==> config.mk <==
export PLATFORM = sky130hd
export DESIGN_NAME = pwr_reset_seq
export DESIGN_NICKNAME = d
export VERILOG_FILES = /design/src/rtl/pwr_reset_pkg.sv /design/src/rtl/pwr_reset_sync.sv /design/src/rtl/pwr_reset_dp.sv /design/src/rtl/pwr_reset_ctrl.sv /design/src/rtl/pwr_reset_seq.sv
export SDC_FILE = /design/constraint.sdc
export NUM_CORES = 1
export LEC_CHECK = 0
export BUFFER_PORTS_ARGS = -buffer_cell sky130_fd_sc_hd__buf_2
export CORE_UTILIZATION = 60
export DETAILED_ROUTE_END_ITERATION = 6
export GPL_ROUTABILITY_DRIVEN = 0
export PLACE_DENSITY_LB_ADDON = 0.1
export SYNTH_ARGS = -nofsm -noshare
export SYNTH_HDL_FRONTEND = slang
export SYNTH_HIERARCHICAL = 1
export SYNTH_SLANG_ARGS = --single-unit
==> constraint.sdc <==
create_clock -name clk -period 4.65 [get_ports clk]
set_input_delay 0.93 -clock clk [delete_from_list [all_inputs] [get_ports clk]]
set_output_delay 0.93 -clock clk [all_outputs]
set_load 0.01 [all_outputs]
==> src/rtl/pwr_reset_pkg.sv <==
package pwr_reset_pkg;

  typedef enum logic [1:0] {
    ST_SUPPLY_WAIT = 2'd0,
    ST_COUNTING    = 2'd1,
    ST_RELEASED    = 2'd2,
    ST_ERROR_RESET = 2'd3
  } porState_e;

  // strobes from control to the delay datapath
  typedef struct packed {
    logic load;
    logic dec;
  } cntCtl_t;

endpackage

==> src/rtl/pwr_reset_sync.sv <==
module pwr_reset_sync #(
  parameter int unsigned     W       = 1,
  parameter logic [W-1:0]    RST_VAL = '0
) (
  input  logic         clk,
  input  logic         rstN,
  input  logic [W-1:0] din,
  output logic [W-1:0] dout
);

  for (genvar i = 0; i < W; i++) begin : g_bit
    logic stage1;
    logic stage2;
    always_ff @(posedge clk or negedge rstN) begin
      if (!rstN) begin
        stage1 <= RST_VAL[i];
        stage2 <= RST_VAL[i];
      end else begin
        stage1 <= din[i];
        stage2 <= stage1;
      end
    end
    assign dout[i] = stage2;
  end

endmodule

==> src/rtl/pwr_reset_dp.sv <==
module pwr_reset_dp
  import pwr_reset_pkg::*;
#(
  parameter int unsigned CLK_HZ   = 50_000_000,
  parameter int unsigned LONG_MS  = 100,
  parameter int unsigned SHORT_MS = 2
) (
  input  logic    clk,
  input  logic    rstN,
  input  cntCtl_t ctl,
  input  logic    fastSelS,
  output logic    expired
);

  localparam int unsigned CYC_PER_MS = CLK_HZ / 1000;
  localparam int unsigned LONG_CYC   = CYC_PER_MS * LONG_MS;
  localparam int unsigned SHORT_CYC  = CYC_PER_MS * SHORT_MS;
  localparam int unsigned CW         = $clog2(LONG_CYC + 1);
  localparam logic [CW-1:0] LONG_LD  = CW'(LONG_CYC - 1);
  localparam logic [CW-1:0] SHORT_LD = CW'(SHORT_CYC - 1);

  logic [CW-1:0] cnt;

  // the select is consumed only at load, so it is frozen for the whole count
  always_ff @(posedge clk or negedge rstN) begin
    if (!rstN) begin
      cnt <= '0;
    end else if (ctl.load) begin
      cnt <= fastSelS ? SHORT_LD : LONG_LD;
    end else if (ctl.dec) begin
      cnt <= cnt - 1'b1;
    end
  end

  assign expired = (cnt == '0);

endmodule

==> src/rtl/pwr_reset_ctrl.sv <==
module pwr_reset_ctrl
  import pwr_reset_pkg::*;
(
  input  logic      clk,
  input  logic      rstN,
  input  logic      supplyS,
  input  logic      statusNS,
  input  logic      cfgDoneS,
  input  logic      allSent,
  input  logic      senseS,
  input  logic      expired,
  output cntCtl_t   ctl,
  output porState_e state,
  output logic      enOe,
  output logic      porDone,
  output logic      cmdBlock
);

  porState_e stateNxt;

  always_comb begin
    stateNxt = state;
    ctl      = '0;
    unique case (state)
      ST_SUPPLY_WAIT: begin
        if (supplyS) begin
          stateNxt = ST_COUNTING;
          ctl.load = 1'b1;
        end
      end
      ST_COUNTING: begin
        if (!supplyS)     stateNxt = ST_SUPPLY_WAIT;
        else if (expired) stateNxt = ST_RELEASED;
        else              ctl.dec  = 1'b1;
      end
      ST_RELEASED: begin
        if (!supplyS)                              stateNxt = ST_SUPPLY_WAIT;
        else if (!statusNS || (allSent && !cfgDoneS)) stateNxt = ST_ERROR_RESET;
      end
      ST_ERROR_RESET: begin
        if (!supplyS) begin
          stateNxt = ST_SUPPLY_WAIT;
        end else begin
          stateNxt = ST_COUNTING;
          ctl.load = 1'b1;
        end
      end
      default: stateNxt = ST_SUPPLY_WAIT;
    endcase
  end

  always_ff @(posedge clk or negedge rstN) begin
    if (!rstN) state <= ST_SUPPLY_WAIT;
    else       state <= stateNxt;
  end

  assign enOe     = (state != ST_RELEASED);
  assign porDone  = (state == ST_RELEASED) && senseS;
  assign cmdBlock = !porDone;

endmodule

==> src/rtl/pwr_reset_seq.sv <==
module pwr_reset_seq
  import pwr_reset_pkg::*;
#(
  parameter int unsigned CLK_HZ   = 50_000_000,
  parameter int unsigned LONG_MS  = 100,
  parameter int unsigned SHORT_MS = 2
) (
  input  logic clk,
  input  logic rstN,
  input  logic supplyGood,
  input  logic fastSel,
  input  logic devStatusN,
  input  logic cfgDone,
  input  logic allSent,
  input  logic enSense,
  output logic enOe,
  output logic porDone,
  output logic cmdBlock
);

  localparam int unsigned NSYNC = 5;
  localparam logic [NSYNC-1:0] SYNC_RST = 5'b00100;

  logic [NSYNC-1:0] rawIn;
  logic [NSYNC-1:0] syncOut;
  logic supplyS, fastSelS, statusNS, cfgDoneS, senseS;
  logic expired;
  cntCtl_t   ctl;
  porState_e state;

  assign rawIn = {supplyGood, fastSel, devStatusN, cfgDone, enSense};
  assign {supplyS, fastSelS, statusNS, cfgDoneS, senseS} = syncOut;

  pwr_reset_sync #(.W(NSYNC), .RST_VAL(SYNC_RST)) i_sync (
    .clk(clk), .rstN(rstN), .din(rawIn), .dout(syncOut)
  );

  pwr_reset_ctrl i_ctrl (
    .clk(clk), .rstN(rstN), .supplyS(supplyS), .statusNS(statusNS),
    .cfgDoneS(cfgDoneS), .allSent(allSent), .senseS(senseS),
    .expired(expired), .ctl(ctl), .state(state), .enOe(enOe),
    .porDone(porDone), .cmdBlock(cmdBlock)
  );

  pwr_reset_dp #(.CLK_HZ(CLK_HZ), .LONG_MS(LONG_MS), .SHORT_MS(SHORT_MS)) i_dp (
    .clk(clk), .rstN(rstN), .ctl(ctl), .fastSelS(fastSelS), .expired(expired)
  );

endmodule

## After elaboration in Yosys (flattened, before gate mapping)

Index checks and enable logic that the tools add are counted.

- Bits of input ports: 8
- Output and inout bits: 3
- Register bits after elaboration: 35
- Word-level logic and storage cells: 46

- Muxes and demuxes: 15
- Reduce and logical (&&, ||, !) cells: 11
- Equality and inequality tests: 7
- $add $sub $neg: 1

Operators with widths:

| cell | count |
|---|---|
| 23-bit two-way mux | 3 |
| 23-bit logical NOT | 1 |
| 23-bit by 1-bit subtractor with 23-bit output, second input constant | 1 |
| 2-bit two-way mux | 5 |
| 2-bit one-hot mux with 4 select lines | 1 |
| 1-bit two-way mux | 6 |
| 2-bit equality test, second input constant | 2 |
| 2-bit inequality test, second input constant | 2 |
| 1-bit logical NOT | 3 |
| 3-bit by 2-bit inequality test with 1-bit output, second input constant | 1 |
| 3-bit inequality test, second input constant | 1 |
| 3-bit AND reduction | 1 |
| 2-bit by 1-bit equality test with 1-bit output, second input constant | 1 |
| 1-bit logical AND | 2 |
| 2-bit logical NOT | 1 |
| 2-bit nonzero test | 1 |
| 2-bit OR reduction | 1 |
| 1-bit logical OR | 1 |

## Depth between registers and ports, before layout

- Depth in word-level cells: 6
- Depth in mapped cells: 13

## Modules after synthesis

Netlist, hierarchy kept.

Modules (own cells, without submodules):

| module | seq. area each (µm²) | area an instance (µm²) | times used | cells an instance |
|---|---|---|---|---|
| pwr_reset_dp | 575.6 | 1,323.8 | 1 | 133 |
| pwr_reset_sync | 252.7 | 290.3 | 1 | 15 |
| pwr_reset_ctrl | 50.0 | 206.4 | 1 | 28 |

## Least setup slack after synthesis

No wires, ideal clock.

- Path type: reg-to-reg
- From: reg i_dp.cnt[0]
- To: reg i_dp.cnt[18]
- Arrival: 2,649 ps
- Stages on the path, launching flop included: 14
- Buffers on the path: 1
- Data required time: 4,526 ps
- Path slack: 1,877 ps
- Cells stage by stage: dfrtp_1 > inv_1 > ha_1 > nor3b_1 > nand4_1 > nor3_1 > and2b_1 > nand2_1 > inv_1 > buf_2 > nor4bb_1 > nand4_1 > o31a_2 > o31a_1

RTL lines:

| what | line | source |
|---|---|---|
| from (decl) | pwr_reset_dp.sv:22 | `logic [CW-1:0] cnt;` |
| from (signal assigned) | pwr_reset_dp.sv:29 | `cnt <= fastSelS ? SHORT_LD : LONG_LD;` |
| from (signal assigned) | pwr_reset_dp.sv:31 | `cnt <= cnt - 1'b1;` |

==> flow_results.xml <==
<?xml version="1.0" encoding="UTF-8"?>
<metrics>
  <group name="yosys">
    <metric name="synth_warnings" unit="">6</metric>
    <metric name="synth.net_count" unit="">188</metric>
    <metric name="mappedNetlistArea" unit="um2">1820</metric>
    <metric name="synthesis.area_per_instance" unit="um2">10.3</metric>
    <metric name="yosysTopAreaCell" unit="">sky130_fd_sc_hd__dfrtp_1</metric>
    <metric name="synth.top_cell.area_share" unit="%">45.4</metric>
    <metric name="postSynth.topFlopCell" unit="">sky130_fd_sc_hd__dfrtp_1</metric>
    <metric name="postSynthRegisterBits" unit="">35</metric>
    <metric name="synth_enable_flop_cells" unit="">0</metric>
    <metric name="synth.yosys.seq_area_share" unit="%">48.2</metric>
    <metric name="yosysUniqueCellTypes" unit="">42</metric>
    <metric name="synthArstFlopShare" unit="%">100</metric>
    <metric name="synth.area.top_cells" unit="">sky130_fd_sc_hd__dfrtp_1, sky130_fd_sc_hd__xnor2_1, sky130_fd_sc_hd__o31a_1</metric>
    <metric name="syn_inst" unit="">176</metric>
  </group>
  <group name="global_routing">
    <metric name="grt_antenna_before_repair" unit="">0</metric>
    <metric name="grt.total_usage" unit="%">24.9</metric>
    <metric name="grt_first_pass_wirelength" unit="mm">5.95</metric>
    <metric name="grt_pass1_vias" unit="">1317</metric>
    <metric name="pin_count_of_the_biggest_net_entering_global_routing" unit="">36</metric>
    <metric name="grt_overflow_total" unit="">0</metric>
  </group>
  <group name="run_status">
    <metric name="result_of_the_run" unit="">complete, no violations</metric>
  </group>
  <group name="route">
    <metric name="drt_pre_antenna_iters" unit="">4</metric>
    <metric name="wirelength_routed" unit="mm">3.35</metric>
    <metric name="detail_route.wl_per_cell" unit="um">15.4</metric>
    <metric name="first_iter_violations" unit="">41</metric>
    <metric name="final_antenna_net_count" unit="">0</metric>
    <metric name="route.detailed.drc" unit="">0</metric>
    <metric name="vias_per_cell" unit="">6.19</metric>
    <metric name="total_number_of_vias" unit="">1344</metric>
  </group>
  <group name="pwr">
    <metric name="p_switching" unit="uW">354</metric>
    <metric name="power.share.switching" unit="%">37.1</metric>
    <metric name="power_density" unit="nW/um2">497</metric>
    <metric name="intPower" unit="uW">600</metric>
    <metric name="power.static_leakage" unit="nW">0.734</metric>
    <metric name="clkPwrFrac" unit="%">19.3</metric>
    <metric name="vdd_ir_drop_max" unit="mV">0.303</metric>
    <metric name="p_total" unit="uW">954</metric>
    <metric name="power_frac_comb" unit="%">33.5</metric>
    <metric name="share_seq_of_total_power" unit="%">47.2</metric>
  </group>
  <group name="die">
    <metric name="die-area" unit="um2">3260</metric>
    <metric name="floorplan.initialDensity" unit="%">64.9</metric>
    <metric name="design.core.area" unit="um2">2810</metric>
    <metric name="number_of_placed_i_o_pins" unit="">11</metric>
    <metric name="num_rows" unit="">19</metric>
    <metric name="die_w" unit="um">57.1</metric>
    <metric name="die_height" unit="um">57.1</metric>
  </group>
  <group name="cts">
    <metric name="cts.repair.resized" unit="">0</metric>
    <metric name="clock_tree.buffer_depth" unit="">2</metric>
    <metric name="cts-htree-levels" unit="">2</metric>
    <metric name="post_cts.repair.setup_buffers" unit="">0</metric>
    <metric name="clock_tree_from_tritoncts" unit="">yes</metric>
    <metric name="cts-buffers-inserted" unit="">5</metric>
    <metric name="path_clk_slew" unit="ns">0.11</metric>
    <metric name="clk-insertion-delay-late" unit="ns">0.35</metric>
    <metric name="clock_sinks" unit="">35</metric>
    <metric name="clk_root_buffer_cell" unit="">sky130_fd_sc_hd__clkbuf_4</metric>
    <metric name="cts-hold-fix-buffers" unit="">0</metric>
  </group>
  <group name="layout">
    <metric name="final_common_cell" unit="">sky130_fd_sc_hd__dfrtp_1</metric>
    <metric name="drive_above_1_share" unit="%">15.6</metric>
    <metric name="nNetsFinal" unit="">197</metric>
    <metric name="antennaDiodeCount" unit="">0</metric>
    <metric name="final_design_area_no_fill" unit="um2">1920</metric>
    <metric name="flow.area_growth_from_synthesis" unit="%">5.43</metric>
    <metric name="layout_common_cells" unit="">sky130_fd_sc_hd__dfrtp_1, sky130_fd_sc_hd__nand2_1, sky130_fd_sc_hd__nor2_1</metric>
  </group>
  <group name="setup_path">
    <metric name="rr_endpoint" unit="">i_dp/cnt[18]</metric>
    <metric name="cp_data_arrival_time" unit="ns">3.44</metric>
    <metric name="worst-setup-path-type" unit="">reg2reg</metric>
    <metric name="worst-endpoint-required" unit="ns">4.90</metric>
    <metric name="crit_chain" unit="">inv_1 &gt; ha_1 &gt; nor3b_1 &gt; nand4_1 &gt; nor3_1 &gt; and2b_1 &gt; nand2_1 &gt; inv_1 &gt; nor4bb_1 &gt; nand4_1 &gt; o31a_2 &gt; o31a_1</metric>
    <metric name="worst_path_max_delay_cell" unit="">sky130_fd_sc_hd__dfrtp_1</metric>
    <metric name="critPathLaunch" unit="">i_dp/cnt[0]</metric>
    <metric name="cp_max_fo" unit="">10</metric>
    <metric name="r2r_setup_slack" unit="ns">1.47</metric>
    <metric name="timing.rr.start" unit="">i_dp/cnt[0]</metric>
    <metric name="timing.critical_path.to_type" unit="">register</metric>
    <metric name="worst_path_largest_cell_delay" unit="ns">0.46</metric>
    <metric name="worst-r2r-cell-count" unit="">12</metric>
    <metric name="worst_setup_path_start_kind" unit="">register</metric>
    <metric name="critPathCapture" unit="">i_dp/cnt[18]</metric>
  </group>
  <group name="sta">
    <metric name="layout_min_cycle_time" unit="ns">3.18</metric>
    <metric name="fin_tns_setup" unit="ns">0</metric>
    <metric name="final_count_of_hold_timing_violations" unit="">0</metric>
    <metric name="maxSlewViolCount" unit="">0</metric>
    <metric name="final_critical_path_setup_slack" unit="ns">1.47</metric>
    <metric name="grt_setup_unrepaired" unit="">false</metric>
    <metric name="skew" unit="ns">0.00646</metric>
    <metric name="timing.final.crit_share" unit="%">68.5</metric>
    <metric name="fmax" unit="MHz">314</metric>
    <metric name="slew_headroom" unit="%">49.7</metric>
    <metric name="setup-violations-final" unit="">0</metric>
    <metric name="tightestPinTransition" unit="ns">0.755</metric>
  </group>
  <group name="worst_hold_path">
    <metric name="worstHoldPathCells" unit="">0</metric>
    <metric name="hold_path.class" unit="">reg2reg</metric>
  </group>
  <group name="run">
    <metric name="count_of_maximum_capacitance_violations" unit="">0</metric>
  </group>
  <group name="placement">
    <metric name="placed_cell_area" unit="um2">1850</metric>
    <metric name="port_bufs" unit="">10</metric>
    <metric name="pre_cts_ws" unit="ns">1.51</metric>
    <metric name="dp.final_hpwl" unit="mm">2.32</metric>
  </group>
</metrics>
==> synth_stat cells (all sizes together) (3+ instances only) <==
cell type,instances
or3,5
a21oi,6
inv,10
xnor2,9
nand2b,7
nor3,9
o31ai,3
nor4,8
o31a,8
or4,4
o21a,7
buf,8
nand4,4
nand2,11
nor2,11
dfrtp,33
ha,4
o21ai,5
nand3b,3
==> registers in the layout, summed over array words and instances, names as in the netlist <==
signal and flops:
i_ctrl/state 2, i_dp/cnt 23, i_sync/g_bit.stage2 5, i_sync/g_bit.stage1 5
==> how the worst min path moves through the flow <==
stage                      startpoint                      to  slack (ns)
6_report       i_sync/g_bit[0].stage1  i_sync/g_bit[0].stage2        0.36
5_1_grt        i_sync/g_bit[2].stage1  i_sync/g_bit[2].stage2        0.37
4_1_cts        i_sync/g_bit[0].stage1  i_sync/g_bit[0].stage2        0.36
3_5_place_dp   i_sync/g_bit[0].stage1  i_sync/g_bit[0].stage2        0.34
3_3_place_gp   i_sync/g_bit[3].stage1  i_sync/g_bit[3].stage2        0.33
2_1_floorplan  i_sync/g_bit[0].stage1  i_sync/g_bit[0].stage2        0.33
==> stage by stage <==
step | cells | hold slack [ns] | utilization (%)
2_1_floorplan | 176 | 0.331 | -
3_3_place_gp | 209 | 0.333 | 66.0
3_5_place_dp | 209 | 0.338 | 66.0
4_1_cts | 217 | 0.364 | 68.4
5_1_grt | 217 | 0.371 | 68.4
6_report | 217 | 0.360 | 68.4
==> worst max-delay path: cells and delay by family (launching register included) <==
kind	cells	cell delay [ns]
simple gates	7	1.50
compound gates	2	0.59
flops	1	0.46
buf+inv	2	0.31
fa+ha+maj	1	0.23
==> kinds of logic after synthesis <==
kind of cell               after synthesis  share of synthesized area (%)
and+or+nand+nor                         72                           23.9
xor gates and xnor gates                11                           5.29
AOI/OAI and AO/OA                       35                           14.2
adders and majority gates                4                           2.75
DFF                                     35                           48.2
buffers and inverters                   19                           5.64
==> metal layers <==
metal	GRT usage [%]	vias to the layer above	wire length, um
met1	32.5	650	1570
met5	0	-	0
met4	14.3	0	91
met2	37.3	30	1550
li1	-	656	-
met3	7.26	8	138
==> final cells by class <==
cell class              instances  area [um2]
clock buffers                   6        51.3
clock inverters                 2        16.3
fillers                       229         886
inverters                      10        37.5
multi-input cells             122         840
flip-flops and latches         35         878
well taps                      31        38.8
repair buffers                 11        57.6
==> power by group through the flow <==
stage	Combinational, mW	Clock [mW]	Sequential, mW
2_1_floorplan	0.274	0	0.435
3_3_place_gp	0.305	0	0.449
3_5_place_dp	0.319	0	0.454
4_1_cts	0.321	0.189	0.448
5_1_grt	0.360	0.198	0.458
6_report	0.319	0.184	0.450
(Power assumes the default switching activity.)
